$ cat config.mk
export PLATFORM = sky130hd
export DESIGN_NAME = octet_framer
export DESIGN_NICKNAME = d
export VERILOG_FILES = /design/src/rtl/framer_pkg.sv /design/src/rtl/frm_rst_sync.sv /design/src/rtl/frm_reserved_check.sv /design/src/rtl/frm_encoder.sv /design/src/rtl/frm_decoder.sv /design/src/rtl/octet_framer.sv
export SDC_FILE = /design/constraint.sdc
export NUM_CORES = 1
export LEC_CHECK = 0
export ABC_AREA = 1
export CAP_MARGIN = 10
export CORE_UTILIZATION = 55
export DETAILED_ROUTE_END_ITERATION = 10
export PLACE_DENSITY_LB_ADDON = 0.12
export SLEW_MARGIN = 40
export SYNTH_ARGS = -nofsm -noshare
export SYNTH_HDL_FRONTEND = slang
export SYNTH_HIERARCHICAL = 1
export SYNTH_SLANG_ARGS = --single-unit
$ cat constraint.sdc
create_clock -name clk -period 3.55 [get_ports clk]
set_input_delay 0.5325 -clock clk [delete_from_list [all_inputs] [get_ports clk]]
set_output_delay 0.5325 -clock clk [all_outputs]
set_load 0.02 [all_outputs]
$ cat src/rtl/framer_pkg.sv
package framer_pkg;
  localparam int unsigned BYTE_W = 8;
  localparam logic [BYTE_W-1:0] FLAG_OCTET = 8'h7E;
  localparam logic [BYTE_W-1:0] ESC_OCTET  = 8'h7D;
  localparam logic [BYTE_W-1:0] FLIP_MASK  = 8'h20;

  typedef enum logic [2:0] {
    EP_IDLE,
    EP_BODY,
    EP_SECOND,
    EP_CLOSE,
    EP_ABORT
  } enc_phase_e;
endpackage

$ cat src/rtl/frm_rst_sync.sv
module frm_rst_sync #(
  parameter int unsigned STAGES = 2
) (
  input  logic clk,
  input  logic rst_n_in,
  output logic rst_n_out
);
  logic [STAGES-1:0] sync_q;

  always_ff @(posedge clk or negedge rst_n_in) begin
    if (!rst_n_in) begin
      sync_q <= '0;
    end else begin
      sync_q <= {sync_q[STAGES-2:0], 1'b1};
    end
  end

  assign rst_n_out = sync_q[STAGES-1];
endmodule

$ cat src/rtl/frm_reserved_check.sv
module frm_reserved_check
  import framer_pkg::*;
#(
  parameter int unsigned MAP_W     = 32,
  parameter bit          CTRL_TOO  = 1'b1
) (
  input  logic [BYTE_W-1:0] octet,
  input  logic [MAP_W-1:0]  map,
  output logic              hit
);
  localparam int unsigned IDX_W = (MAP_W > 1) ? $clog2(MAP_W) : 1;

  logic in_range;
  logic map_hit;

  assign in_range = (int'(octet) < int'(MAP_W));
  assign map_hit  = in_range && map[octet[IDX_W-1:0]];

  generate
    if (CTRL_TOO) begin : g_with_ctrl
      assign hit = map_hit || (octet == FLAG_OCTET) || (octet == ESC_OCTET);
    end else begin : g_map_only
      assign hit = map_hit;
    end
  endgenerate
endmodule

$ cat src/rtl/frm_encoder.sv
module frm_encoder
  import framer_pkg::*;
#(
  parameter int unsigned MAP_W = 32
) (
  input  logic              clk,
  input  logic              rst_n,
  input  logic [MAP_W-1:0]  esc_map,
  input  logic              in_valid,
  output logic              in_ready,
  input  logic [BYTE_W-1:0] in_data,
  input  logic              in_sof,
  input  logic              in_eof,
  input  logic              in_abort,
  output logic              out_valid,
  input  logic              out_ready,
  output logic [BYTE_W-1:0] out_data
);
  enc_phase_e        phase_q, phase_d;
  logic [BYTE_W-1:0] hold_q;
  logic              hold_eof_q;
  logic              out_valid_q;
  logic [BYTE_W-1:0] out_data_q;

  logic              out_free;
  logic              take;
  logic [BYTE_W-1:0] cur_byte;
  logic              cur_esc;
  logic              emit;
  logic [BYTE_W-1:0] emit_data;

  assign out_free = !out_valid_q || out_ready;
  assign in_ready = out_free && (phase_q == EP_IDLE);
  assign take     = in_valid && in_ready;
  assign cur_byte = (phase_q == EP_IDLE) ? in_data : hold_q;

  frm_reserved_check #(.MAP_W(MAP_W), .CTRL_TOO(1'b1)) u_check (
    .octet (cur_byte),
    .map   (esc_map),
    .hit   (cur_esc)
  );

  always_comb begin
    phase_d   = phase_q;
    emit      = 1'b0;
    emit_data = out_data_q;
    case (phase_q)
      EP_IDLE: begin
        if (take) begin
          emit = 1'b1;
          if (in_abort) begin
            emit_data = ESC_OCTET;
            phase_d   = EP_ABORT;
          end else if (in_sof) begin
            emit_data = FLAG_OCTET;
            phase_d   = EP_BODY;
          end else if (cur_esc) begin
            emit_data = ESC_OCTET;
            phase_d   = EP_SECOND;
          end else begin
            emit_data = in_data;
            phase_d   = in_eof ? EP_CLOSE : EP_IDLE;
          end
        end
      end
      EP_BODY: begin
        if (out_free) begin
          emit = 1'b1;
          if (cur_esc) begin
            emit_data = ESC_OCTET;
            phase_d   = EP_SECOND;
          end else begin
            emit_data = hold_q;
            phase_d   = hold_eof_q ? EP_CLOSE : EP_IDLE;
          end
        end
      end
      EP_SECOND: begin
        if (out_free) begin
          emit      = 1'b1;
          emit_data = hold_q ^ FLIP_MASK;
          phase_d   = hold_eof_q ? EP_CLOSE : EP_IDLE;
        end
      end
      EP_CLOSE, EP_ABORT: begin
        if (out_free) begin
          emit      = 1'b1;
          emit_data = FLAG_OCTET;
          phase_d   = EP_IDLE;
        end
      end
      default: phase_d = EP_IDLE;
    endcase
  end

  always_ff @(posedge clk or negedge rst_n) begin
    if (!rst_n) begin
      phase_q     <= EP_IDLE;
      hold_q      <= '0;
      hold_eof_q  <= 1'b0;
      out_valid_q <= 1'b0;
      out_data_q  <= '0;
    end else begin
      phase_q <= phase_d;
      if (take) begin
        hold_q     <= in_data;
        hold_eof_q <= in_eof;
      end
      if (out_free) begin
        out_valid_q <= emit;
        if (emit) begin
          out_data_q <= emit_data;
        end
      end
    end
  end

  assign out_valid = out_valid_q;
  assign out_data  = out_data_q;
endmodule

$ cat src/rtl/frm_decoder.sv
module frm_decoder
  import framer_pkg::*;
#(
  parameter int unsigned MAP_W = 32
) (
  input  logic              clk,
  input  logic              rst_n,
  input  logic [MAP_W-1:0]  esc_map,
  input  logic              in_valid,
  output logic              in_ready,
  input  logic [BYTE_W-1:0] in_data,
  output logic              out_valid,
  input  logic              out_ready,
  output logic [BYTE_W-1:0] out_data,
  output logic              out_last,
  output logic              out_abort
);
  logic              esc_q, esc_d;
  logic              hold_valid_q, hold_valid_d;
  logic [BYTE_W-1:0] hold_q, hold_d;
  logic              out_valid_q;
  logic [BYTE_W-1:0] out_data_q;
  logic              out_last_q;
  logic              out_abort_q;

  logic              out_free;
  logic              take;
  logic              noise;
  logic              emit;
  logic              emit_last;
  logic              emit_abort;
  logic [BYTE_W-1:0] plain;

  assign out_free = !out_valid_q || out_ready;
  assign in_ready = out_free;
  assign take     = in_valid && out_free;
  assign plain    = esc_q ? (in_data ^ FLIP_MASK) : in_data;

  frm_reserved_check #(.MAP_W(MAP_W), .CTRL_TOO(1'b0)) u_check (
    .octet (in_data),
    .map   (esc_map),
    .hit   (noise)
  );

  always_comb begin
    esc_d        = esc_q;
    hold_valid_d = hold_valid_q;
    hold_d       = hold_q;
    emit         = 1'b0;
    emit_last    = 1'b0;
    emit_abort   = 1'b0;
    if (take) begin
      if (esc_q && (in_data == FLAG_OCTET)) begin
        esc_d        = 1'b0;
        emit         = hold_valid_q;
        emit_last    = 1'b1;
        emit_abort   = 1'b1;
        hold_valid_d = 1'b0;
      end else if (esc_q) begin
        esc_d        = 1'b0;
        emit         = hold_valid_q;
        hold_d       = plain;
        hold_valid_d = 1'b1;
      end else if (in_data == ESC_OCTET) begin
        esc_d = 1'b1;
      end else if (in_data == FLAG_OCTET) begin
        emit         = hold_valid_q;
        emit_last    = 1'b1;
        hold_valid_d = 1'b0;
      end else if (!noise) begin
        emit         = hold_valid_q;
        hold_d       = plain;
        hold_valid_d = 1'b1;
      end
    end
  end

  always_ff @(posedge clk or negedge rst_n) begin
    if (!rst_n) begin
      esc_q        <= 1'b0;
      hold_valid_q <= 1'b0;
      hold_q       <= '0;
      out_valid_q  <= 1'b0;
      out_data_q   <= '0;
      out_last_q   <= 1'b0;
      out_abort_q  <= 1'b0;
    end else begin
      if (take) begin
        esc_q        <= esc_d;
        hold_valid_q <= hold_valid_d;
        hold_q       <= hold_d;
      end
      if (out_free) begin
        out_valid_q <= emit;
        if (emit) begin
          out_data_q  <= hold_q;
          out_last_q  <= emit_last;
          out_abort_q <= emit_abort;
        end
      end
    end
  end

  assign out_valid = out_valid_q;
  assign out_data  = out_data_q;
  assign out_last  = out_last_q;
  assign out_abort = out_abort_q;
endmodule

$ cat src/rtl/octet_framer.sv
module octet_framer
  import framer_pkg::*;
#(
  parameter int unsigned MAP_W = 32
) (
  input  logic              clk,
  input  logic              rst_n,
  input  logic [MAP_W-1:0]  esc_map,
  input  logic              tx_in_valid,
  output logic              tx_in_ready,
  input  logic [BYTE_W-1:0] tx_in_data,
  input  logic              tx_in_sof,
  input  logic              tx_in_eof,
  input  logic              tx_in_abort,
  output logic              tx_out_valid,
  input  logic              tx_out_ready,
  output logic [BYTE_W-1:0] tx_out_data,
  input  logic              rx_in_valid,
  output logic              rx_in_ready,
  input  logic [BYTE_W-1:0] rx_in_data,
  output logic              rx_out_valid,
  input  logic              rx_out_ready,
  output logic [BYTE_W-1:0] rx_out_data,
  output logic              rx_out_last,
  output logic              rx_out_abort
);
  logic core_rst_n;

  frm_rst_sync #(.STAGES(2)) u_rst (
    .clk       (clk),
    .rst_n_in  (rst_n),
    .rst_n_out (core_rst_n)
  );

  frm_encoder #(.MAP_W(MAP_W)) u_enc (
    .clk       (clk),
    .rst_n     (core_rst_n),
    .esc_map   (esc_map),
    .in_valid  (tx_in_valid),
    .in_ready  (tx_in_ready),
    .in_data   (tx_in_data),
    .in_sof    (tx_in_sof),
    .in_eof    (tx_in_eof),
    .in_abort  (tx_in_abort),
    .out_valid (tx_out_valid),
    .out_ready (tx_out_ready),
    .out_data  (tx_out_data)
  );

  frm_decoder #(.MAP_W(MAP_W)) u_dec (
    .clk       (clk),
    .rst_n     (core_rst_n),
    .esc_map   (esc_map),
    .in_valid  (rx_in_valid),
    .in_ready  (rx_in_ready),
    .in_data   (rx_in_data),
    .out_valid (rx_out_valid),
    .out_ready (rx_out_ready),
    .out_data  (rx_out_data),
    .out_last  (rx_out_last),
    .out_abort (rx_out_abort)
  );
endmodule

# ---- Yosys cells after proc, flatten, opt, wreduce, memory -nomap -nowiden
# Index checks and enable logic that the tools add are counted.
dict set report classes {
  order_cmp 4
  eq_ne 17
  muxes 51
  bitwise 3
  n_reduce_logical 21
}
# cell n
set op_table {}
lappend op_table {{two-way mux 8 bit} 10}
lappend op_table {{== test 8 x 7 -> 1 bit (second input constant)} 4}
lappend op_table {{one-hot mux 8 bit (4 select lines)} 1}
lappend op_table {{two-way mux 1 bit} 25}
lappend op_table {{two-way mux 3 bit} 8}
lappend op_table {{less-than comparator 8 x 6 -> 1 bit (second input constant)} 2}
lappend op_table {{inequality test 2 x 1 -> 1 bit (second input constant)} 7}
lappend op_table {{less-than comparator 5 x 6 -> 1 bit (second input constant)} 2}
lappend op_table {{one-hot mux 3 bit (4 select lines)} 1}
lappend op_table {{binary-select mux 1 bit (select 5 bit)} 2}
lappend op_table {{AND reduction 4 bit} 2}
lappend op_table {{== test 3 x 2 -> 1 bit (second input constant)} 2}
lappend op_table {{logical AND 1 bit} 6}
lappend op_table {{two-way mux 6 bit} 1}
lappend op_table {{AND reduction 5 bit} 1}
lappend op_table {{logical OR 1 bit} 4}
lappend op_table {{two-way mux 2 bit} 2}
lappend op_table {{inequality test 4 x 3 -> 1 bit (second input constant)} 1}
lappend op_table {{nonzero test 4 bit} 1}
lappend op_table {{OR reduction 4 bit} 1}
lappend op_table {{== test 3 x 1 -> 1 bit (second input constant)} 1}
lappend op_table {{== test 3 bit (second input constant)} 1}
lappend op_table {{logical NOT 3 bit} 1}
lappend op_table {{inequality test 3 x 1 -> 1 bit (second input constant)} 1}
lappend op_table {{other kinds (6)} 9}
dict set report word_totals {
  reg_bits 44
  wordCells 109
}

# ---- Depth between registers and ports, before layout
# Gate-level depths: netlist (run 1).
dict set report logic_depth {
  word_depth 12
  ltp_mapped 26
  ltp_nobuf 22
}

# ---- Hierarchy
# The synthesis (run 1) kept the hierarchy.
# module instances cells_each area_per_inst_um2 seq_area_each_um2
set modules_own_cells {}
lappend modules_own_cells {frm_encoder 1 206 1403.8 525.5}
lappend modules_own_cells {frm_decoder 1 112 980.9 525.5}
lappend modules_own_cells {{frm_reserved_check (u_enc.u_check)} 1 104 447.9 0.0}
lappend modules_own_cells {{frm_reserved_check (u_dec.u_check)} 1 80 415.4 0.0}
lappend modules_own_cells {frm_rst_sync 1 3 53.8 50.0}

# ---- Least setup slack after synthesis (run 1)
# No wires, ideal clock.
dict set report synth_path {
  kind {flip-flop to flip-flop}
  start {register u_enc.phase_q[0]}
  end {register u_enc.out_data_q[2], in the netlist u_enc/out_data[2]}
  setup_ps 117
  t_arrival_ps 2649
  t_required_ps 3433
  slack_ps 784
  stages_incl_launch_ff 21
  path_buffers 6
  period_less_slack_ps 2766
  cell_sequence {dfrtp_1 > buf_6 > nor2_4 > nand2_2 > buf_6 > buf_2 > o21ai_0 > buf_6 > inv_4 > buf_6 > o21ai_0 > nand3_1 > nand3_1 > nand2_1 > nand3_1 > nand2_1 > buf_2 > nor3_1 > nand4_1 > nand3_1 > nand2_1}
}
dict set report synth_between {
  elab_chain_cells 12
}
# item line_no
set synth_rtl {}
lappend synth_rtl {{start: declaration} frm_encoder.sv:19} ;# enc_phase_e phase_q, phase_d;
lappend synth_rtl {{start signal: assignment} frm_encoder.sv:104} ;# phase_q <= phase_d;
lappend synth_rtl {{logical NOT 3 bit *} frm_encoder.sv:35} ;# assign cur_byte = (phase_q == EP_IDLE) ? in_data : hold_q;
lappend synth_rtl {{two-way mux 8 bit *} frm_encoder.sv:35}
lappend synth_rtl {{net u_enc.cur_byte[0]} frm_encoder.sv:27} ;# logic [BYTE_W-1:0] cur_byte;
lappend synth_rtl {{binary-select mux 1 bit (select 5 bit)} frm_reserved_check.sv:17} ;# assign map_hit = in_range && map[octet[IDX_W-1:0]];
lappend synth_rtl {{two-way mux 1 bit (implied by the code)} frm_reserved_check.sv:17}
lappend synth_rtl {{logical AND 1 bit} frm_reserved_check.sv:17}
lappend synth_rtl {{logical OR 1 bit} frm_reserved_check.sv:21} ;# assign hit = map_hit || (octet == FLAG_OCTET) || (octet == ESC_OCTET);
lappend synth_rtl {{logical OR 1 bit *} frm_reserved_check.sv:21}
lappend synth_rtl {{net u_enc.cur_esc} frm_encoder.sv:28} ;# logic cur_esc;
lappend synth_rtl {{two-way mux 8 bit} frm_encoder.sv:57} ;# end else if (cur_esc) begin
lappend synth_rtl {{two-way mux 8 bit} frm_encoder.sv:54} ;# end else if (in_sof) begin
lappend synth_rtl {{two-way mux 8 bit} frm_encoder.sv:51} ;# if (in_abort) begin
lappend synth_rtl {{two-way mux 8 bit} frm_encoder.sv:49} ;# if (take) begin
lappend synth_rtl {{one-hot mux 8 bit (4 select lines) *} frm_encoder.sv:47} ;# case (phase_q)
lappend synth_rtl {{end signal: assignment} frm_encoder.sv:112} ;# out_data_q <= emit_data;
lappend synth_rtl {{end: declaration} frm_encoder.sv:23} ;# logic [BYTE_W-1:0] out_data_q;
# The timed path passes the listed nets; every way through them passes the cells marked *. The select of a mux whose other input is x is not followed.
# A chain may end at the register's enable or synchronous reset.

# ---- Final worst setup path (run 1)
dict set report layout_path {
  start {register u_enc.phase_q[1]}
  end {register u_enc.out_data_q[2], in the netlist u_enc/out_data[2]}
}
# Same word-level chain as after synthesis.

==> results of run 1 <==
Yosys cell counts, types with 7 or more instances:
| cell type | n |
|---|---|
| buf_6 | 9 |
| dfrtp_1 | 44 |
| inv_1 | 53 |
| nand2_1 | 197 |
| nand2_2 | 11 |
| nand3_1 | 63 |
| nand3_2 | 7 |
| nand4_1 | 24 |
| nor2_1 | 30 |
| o21ai_0 | 23 |
worst paths after layout:
| kind | to | cells past startpoint | from | slack, ns |
|---|---|---|---|---|
| min in group clk | u_rst/sync_q[1] | 0 | u_rst/sync_q[0] | 0.38 |
| min reg2reg | u_enc/out_data[1] | 1 | u_rst/sync_q[1] | 0.34 |
| min | u_enc/out_data[1] | 1 | u_rst/sync_q[1] | 0.34 |
| max in group asynchronous | u_dec/out_data[0] | 1 | u_rst/sync_q[1] | 2.83 |
| max | u_enc/out_data[2] | 19 | u_enc/phase_q[1] | 0.33 |
| max reg2reg | u_enc/out_data[2] | 19 | u_enc/phase_q[1] | 0.33 |
metal layers:
metal | global-route usage | vias to the layer above | wire [microns]
li1 | - | 1749 | -
met1 | 0.3626 | 1621 | 3650
met2 | 0.5120 | 139 | 4320
met5 | 0 | - | 0
met3 | 0.04000 | 9 | 549
met4 | 0.07091 | 0 | 92
final cells by class:
| class | instances | area (sq um) | share of cell area |
|---|---|---|---|
| multi-input combinational | 382 | 1767 | 0.4258 |
| clock buffer | 5 | 68.82 | 0.01659 |
| tap | 72 | 90.09 | 0.02171 |
| timing repair buffer | 84 | 825.8 | 0.1990 |
| clock inverter | 3 | 46.29 | 0.01116 |
| sequential | 44 | 1101 | 0.2654 |
| inverter | 60 | 250.2 | 0.06031 |
registers in the layout (all words and copies together), names as in the netlist:
signal              flops
u_dec/out_valid         1
u_enc/hold_q            8
u_dec/hold_valid_q      1
u_enc/hold_eof_q        1
u_enc/phase_q           3
u_dec/hold_q            8
u_enc/out_valid         1
u_dec/out_data          8
u_enc/out_data          8
u_dec/out_last          1
u_rst/sync_q            2
u_dec/out_abort         1
u_dec/esc_q             1
power breakdown:
| part | leakage (nW) | total [mW] | internal [mW] | switching [mW] |
|---|---|---|---|---|
| logic | 1.55 | 1.66 | 0.639 | 1.03 |
| clock network | 0.0548 | 0.399 | 0.212 | 0.187 |
| registers | 0.545 | 0.820 | 0.670 | 0.150 |
| total | 2.15 | 2.88 | 1.52 | 1.36 |
logic make-up after synthesis:
kind of cell,after synthesis,share of synthesized area
AO/OA/AOI/OAI,34,0.05494
XOR/XNOR,1,0.002653
buffers and inverters,79,0.1315
flip-flops,44,0.3335
other,1,0.001136
AND/OR/NAND/NOR,346,0.4763
per-stage QoR:
step / total power, mW / hold slack, ns / instances
2_1_floorplan: 2.002 / 0.2369 / 505
3_3_place_gp: 2.398 / 0.3301 / 642
3_5_place_dp: 2.454 / 0.3559 / 642
4_1_cts: 2.872 / 0.3680 / 650
5_1_grt: 3.101 / 0.3797 / 650
6_report: 2.884 / 0.3373 / 650
==> impl_metrics.csv, run 1 <==
group,metric,value,unit
setup_path,worstPathRequired,3.73,ns
pwr,peakVddDrop,0.4600,mV
detailed_routing,drt-initial-drc-count,201,
placed_design,dp_slack,0.3027,ns
logic_synthesis,async_reset_ff_frac,1.000,
pwr,power_density,695.0,mW/mm^2
detailed_routing,ant_nets,0,
setup_path,crit_family,"simple AND/OR/NAND/NOR gates",
logic_synthesis,synth-edff-count,0,
setup_path,cp_slowest_cell,"dfrtp_1",
detailed_routing,drt-total-wl,8611,microns
timing,relSlewSlack,0.4897,
clock_tree,clk_pin_slew,0.10,ns
logic_synthesis,ys_seq_elements,44,
die,rows,27,
clock_tree,ctsResizeCount,0,
grt,grt_pass1_vias,3171,
hold_path,hp-class,"reg2async",
setup_path,arrival,3.41,ns
die,dieArea,0.006317,sq mm
timing,finalSetupViolCount,0,
logic_synthesis,seq_area_frac_synth,0.3335,
logic_synthesis,synth_cell_types,29,
clock_tree,cts_hold_buf,0,
timing,finalClockSkew,0.01408,ns
final_layout,area_growth_syn_to_layout,25.65,%
setup_path,worstPathCellList,"nor2_4 -> nand2_2 -> nand2_1 -> o21ai_1 -> buf_4 -> inv_4 -> nand2_1 -> nand3_1 -> nand2_1 -> nand2_1 -> nand2_1 -> nor2_1 -> nand2_1 -> nand3_1 -> nand2_1 -> nor3_1 -> nand4_1 -> nand3_1 -> nand2_1",
setup_path,cp_max_fo,19,
logic_synthesis,synth_area_leader_cell,"dfrtp_1",
setup_path,cp-start-kind,"flip-flop",
clock_tree,root_buffer,"clkbuf_8",
setup_path,crit_type,"reg2reg",
final_layout,fin_util,0.7354,
clock_tree,post_cts_buffers,0,
grt,grt_max_degree,43,
clock_tree,cts_tree,"built",
final_layout,final_cell_mix,"197 x nand2_1, 78 x clkdlybuf4s50_1, 63 x nand3_1",
clock_tree,htreeDepth,2,
die,die_w,79.48,microns
logic_synthesis,avgSynthCellArea,6.538,sq um
logic_synthesis,synth_area_leaders,"dfrtp_1 33%, nand2_1 22%, nand3_1 9.5%, inv_1 6.0%, nand4_1 4.5%",
final_layout,nets,634,
timing,finalHoldViolations,0,
final_layout,diodes,0,
grt,antenna_found_initial,0,
detailed_routing,wl_per_cell,13.25,microns
placed_design,place_congestion,0.9233,
run_status,status,"complete, no violations",
logic_synthesis,synth_top_area_frac,0.3335,
timing,slew_violations,0,
setup_path,crit_top_cell,"nand2_1",
setup_path,cpPeakStageDelay,0.57,ns
detailed_routing,post-route-drc-count,0,
setup_path,end_kind,"flip-flop",
logic_synthesis,syn_nets,562,
die,core_area,0.005642,sq mm
placed_design,hpwl,6540,microns
placed_design,portBuffers,78,
placed_design,place_area,0.004034,sq mm
die,start_util,0.5853,
logic_synthesis,syn_area,0.003302,sq mm
timing,rsz0062_at_grt,"false",
timing,clock.fmax,0.3103,GHz
final_layout,postLayoutCellArea,0.004149,sq mm
grt,grt_pass1_wl,14280,microns
logic_synthesis,yosys_warnings,6,
die,fp.dieH,79.48,microns
clock_tree,cts_buffer_depth,2,
logic_synthesis,netlist_instances,505,
timing,min_period_over_period,0.9077,
setup_path,cp_num_buf_inv,2,
timing,totalNegativeSetupSlack,0,ns
timing,worst_slew_pin_slew,0.7631,ns
grt,grt_use_total,0.2874,
timing,period_minus_slack,3.222,ns
logic_synthesis,ys.flop_type,"dfrtp_1",
final_layout,drive_gt1_frac,0.08651,
final_layout,fillers,501,
job,cap_violations,0,
timing,fin_ws,0.3276,ns
die,num_io_pins,79,
clock_tree,cts_sinks,44,
detailed_routing,via_count,3518,
detailed_routing,drtPass1Iterations,5,
detailed_routing,routed_via_density,5.412,
grt,gr-total-overflow,0,
clock_tree,cts_buffers,5,
final_layout,final_common_cell,"nand2_1",
clock_tree,worstSkewPairLatency,0.30,ns
pwr,p_leak,2.152,nW
No activity file was read; power rests on OpenSTA's default activity.
==> run 2: changes to the inputs <==
- CTS_CLUSTER_SIZE: not set -> 40
==> results of run 2 <==
Same layout as run 1: the final DEF is identical, and so are final timing and power.
==> run 3: changes to the inputs <==
- CORE_UTILIZATION: 55 -> 50
==> run 3 against run 2 <==
Compared with the run above: count of clock-buffer cells in the layout increased by 1; combinational power decreased by 2%; hold slack worse by 0.018 ns; largest cell class unchanged; highest routed layer unchanged.
==> impl_metrics.csv, run 3 (same netlist as run 1, synthesis figures left out) <==
group,metric,value,unit
run_status,status,"complete, no violations",
detailed_routing,via_count,3394,
final_layout,multiInputGateArea,0.001772,sq mm
final_layout,drive_gt1_frac,0.08651,
detailed_routing,drt-initial-drc-count,151,
clock_tree,post_cts_buffers,0,
job,cap_violations,0,
grt,antenna_found_initial,0,
pwr,peakVddDrop,0.4669,mV
clock_tree,root_buffer,"clkbuf_8",
timing,worst_slew_pin_slew,0.7910,ns
setup_path,cp_max_fo,19,
die,die_w,83.27,microns
clock_tree,cts_tree,"built",
grt,use_met1,0.3316,
die,core_area,0.006350,sq mm
timing,fin_ws,0.5765,ns
timing,slew_violations,0,
timing,rsz0062_at_grt,"false",
setup_path,arrival,3.21,ns
setup_path,worstPathRequired,3.79,ns
hold_path,hp-class,"reg2async",
clock_tree,worstSkewPairLatency,0.29,ns
setup_path,cpPeakStageDelay,0.56,ns
placed_design,hpwl,6420,microns
pwr,power,2.822,mW
placed_design,dp_slack,0.2890,ns
timing,holdWs,0.3196,ns
grt,grt_use_total,0.2480,
final_layout,fin_util,0.6540,
clock_tree,cts_sinks,44,
setup_path,worstPathCellList,"nor2_4 -> nand2_2 -> nand2_1 -> o21ai_1 -> buf_4 -> inv_4 -> nand2_1 -> nand3_1 -> nand2_1 -> nand2_1 -> nand2_1 -> nor2_1 -> nand2_1 -> nand3_1 -> nand2_1 -> inv_1 -> nand2_1 -> a21oi_1 -> nand2_1 -> nand3_1 -> nand2_1 -> nand2_1",
placed_design,place_congestion,0.9004,
die,dieArea,0.006933,sq mm
setup_path,crit_family,"simple AND/OR/NAND/NOR gates",
detailed_routing,ant_nets,0,
final_layout,area_growth_syn_to_layout,25.77,%
timing,finalSetupViolCount,0,
clock_tree,htreeDepth,2,
detailed_routing,wl_per_cell,12.72,microns
setup_path,cp_slowest_cell,"dfrtp_1",
timing,min_period_over_period,0.8376,
timing,relSlewSlack,0.4710,
clock_tree,cts_buffer_depth,2,
die,fp.dieH,83.27,microns
grt,gr-total-overflow,0,
setup_path,crit_top_cell,"nand2_1",
final_layout,fillers,595,
final_layout,seqCellArea,0.001101,sq mm
final_layout,diodes,0,
placed_design,portBuffers,78,
grt,top_usage_layer,"met2",
timing,finalClockSkew,0.008891,ns
final_layout,final_common_cell,"nand2_1",
detailed_routing,drt-total-wl,8330,microns
grt,grt_max_degree,43,
pwr,power_density,679.5,mW/mm^2
setup_path,crit_type,"reg2reg",
clock_tree,cts_hold_buf,0,
setup_path,end_kind,"flip-flop",
clock_tree,clk_pin_slew,0.08,ns
setup_path,cp-start-kind,"flip-flop",
grt,grtUsageMet3,0.03380,
die,rows,29,
timing,clock.fmax,0.3363,GHz
die,start_util,0.5200,
clock_tree,cts_buffers,5,
timing,totalNegativeSetupSlack,0,ns
pwr,p_leak,2.154,nW
detailed_routing,post-route-drc-count,0,
die,num_io_pins,79,
timing,finalHoldViolations,0,
final_layout,nets,634,
timing,period_minus_slack,2.974,ns
detailed_routing,routed_via_density,5.182,
setup_path,cp_num_buf_inv,3,
grt,grt_pass1_wl,14140,microns
grt,grt_pass1_vias,3109,
final_layout,final_cell_mix,"197 x nand2_1, 78 x clkdlybuf4s50_1, 63 x nand3_1",
detailed_routing,drtPass1Iterations,4,
grt,use_met2,0.4232,
==> run 3: final cells by class <==
| cell class | instances | area share |
|---|---|---|
| clock inverter | 2 | 0.008436 |
| inverter | 60 | 0.06026 |
| clock buffer | 6 | 0.01748 |
| multi-input combinational | 382 | 0.4266 |
| tap | 77 | 0.02320 |
| sequential | 44 | 0.2651 |
| timing repair buffer | 84 | 0.1989 |
==> run 3: final timing paths <==
| kind | startpoint | to | slack, ns | cells after the start |
|---|---|---|---|---|
| worst min register to register | u_rst/sync_q[1] | u_enc/out_data[5] | 0.32 | 1 |
| worst max-delay path | u_enc/phase_q[1] | u_enc/out_data[1] | 0.58 | 22 |
| worst min-delay path | u_rst/sync_q[1] | u_enc/out_data[5] | 0.32 | 1 |
| worst max register to register | u_enc/phase_q[1] | u_enc/out_data[1] | 0.58 | 22 |
| min in group clk | u_rst/sync_q[0] | u_rst/sync_q[1] | 0.36 | 0 |
| max in group asynchronous | u_rst/sync_q[1] | u_enc/hold_q[3] | 2.87 | 1 |
==> run 3: timing repair <==
action	CTS	global route
hold endpoints to repair	0	0
gates resized for setup	0	2
endpoints found under the setup margin	0	6
==> run 3: per-stage QoR <==
stage / std cells / area (sq um)
global route: 655 / 4153
floorplan: 505 / 3302
global placement: 647 / 4040
finish: 655 / 4153
CTS: 655 / 4148
detailed placement: 647 / 4040
==> run 3: power breakdown <==
group          total, mW  internal (mW)  leakage, nW  switching [mW]
registers          0.820          0.671        0.545           0.149
clock network      0.377          0.209       0.0552           0.168
logic               1.62          0.633         1.55           0.992
==> run 3: worst register-to-register path, cell delays in order (launching register included) <==
cell and delay, ns:
dfrtp_1 0.56, nor2_4 0.17, nand2_2 0.19, nand2_1 0.12
o21ai_1 0.07, buf_4 0.21, inv_4 0.15, nand2_1 0.08
nand3_1 0.08, nand2_1 0.06, nand2_1 0.05, nand2_1 0.04
nor2_1 0.08, nand2_1 0.06, nand3_1 0.08, nand2_1 0.18
inv_1 0.21, nand2_1 0.08, a21oi_1 0.17, nand2_1 0.07
nand3_1 0.09, nand2_1 0.07, nand2_1 0.06
==> run 3: layer usage <==
metal  wire (microns)  share of wire
met2             4086           0.49
met1             3723           0.45
met4               52         0.0062
met3              467          0.056
met5                0              0
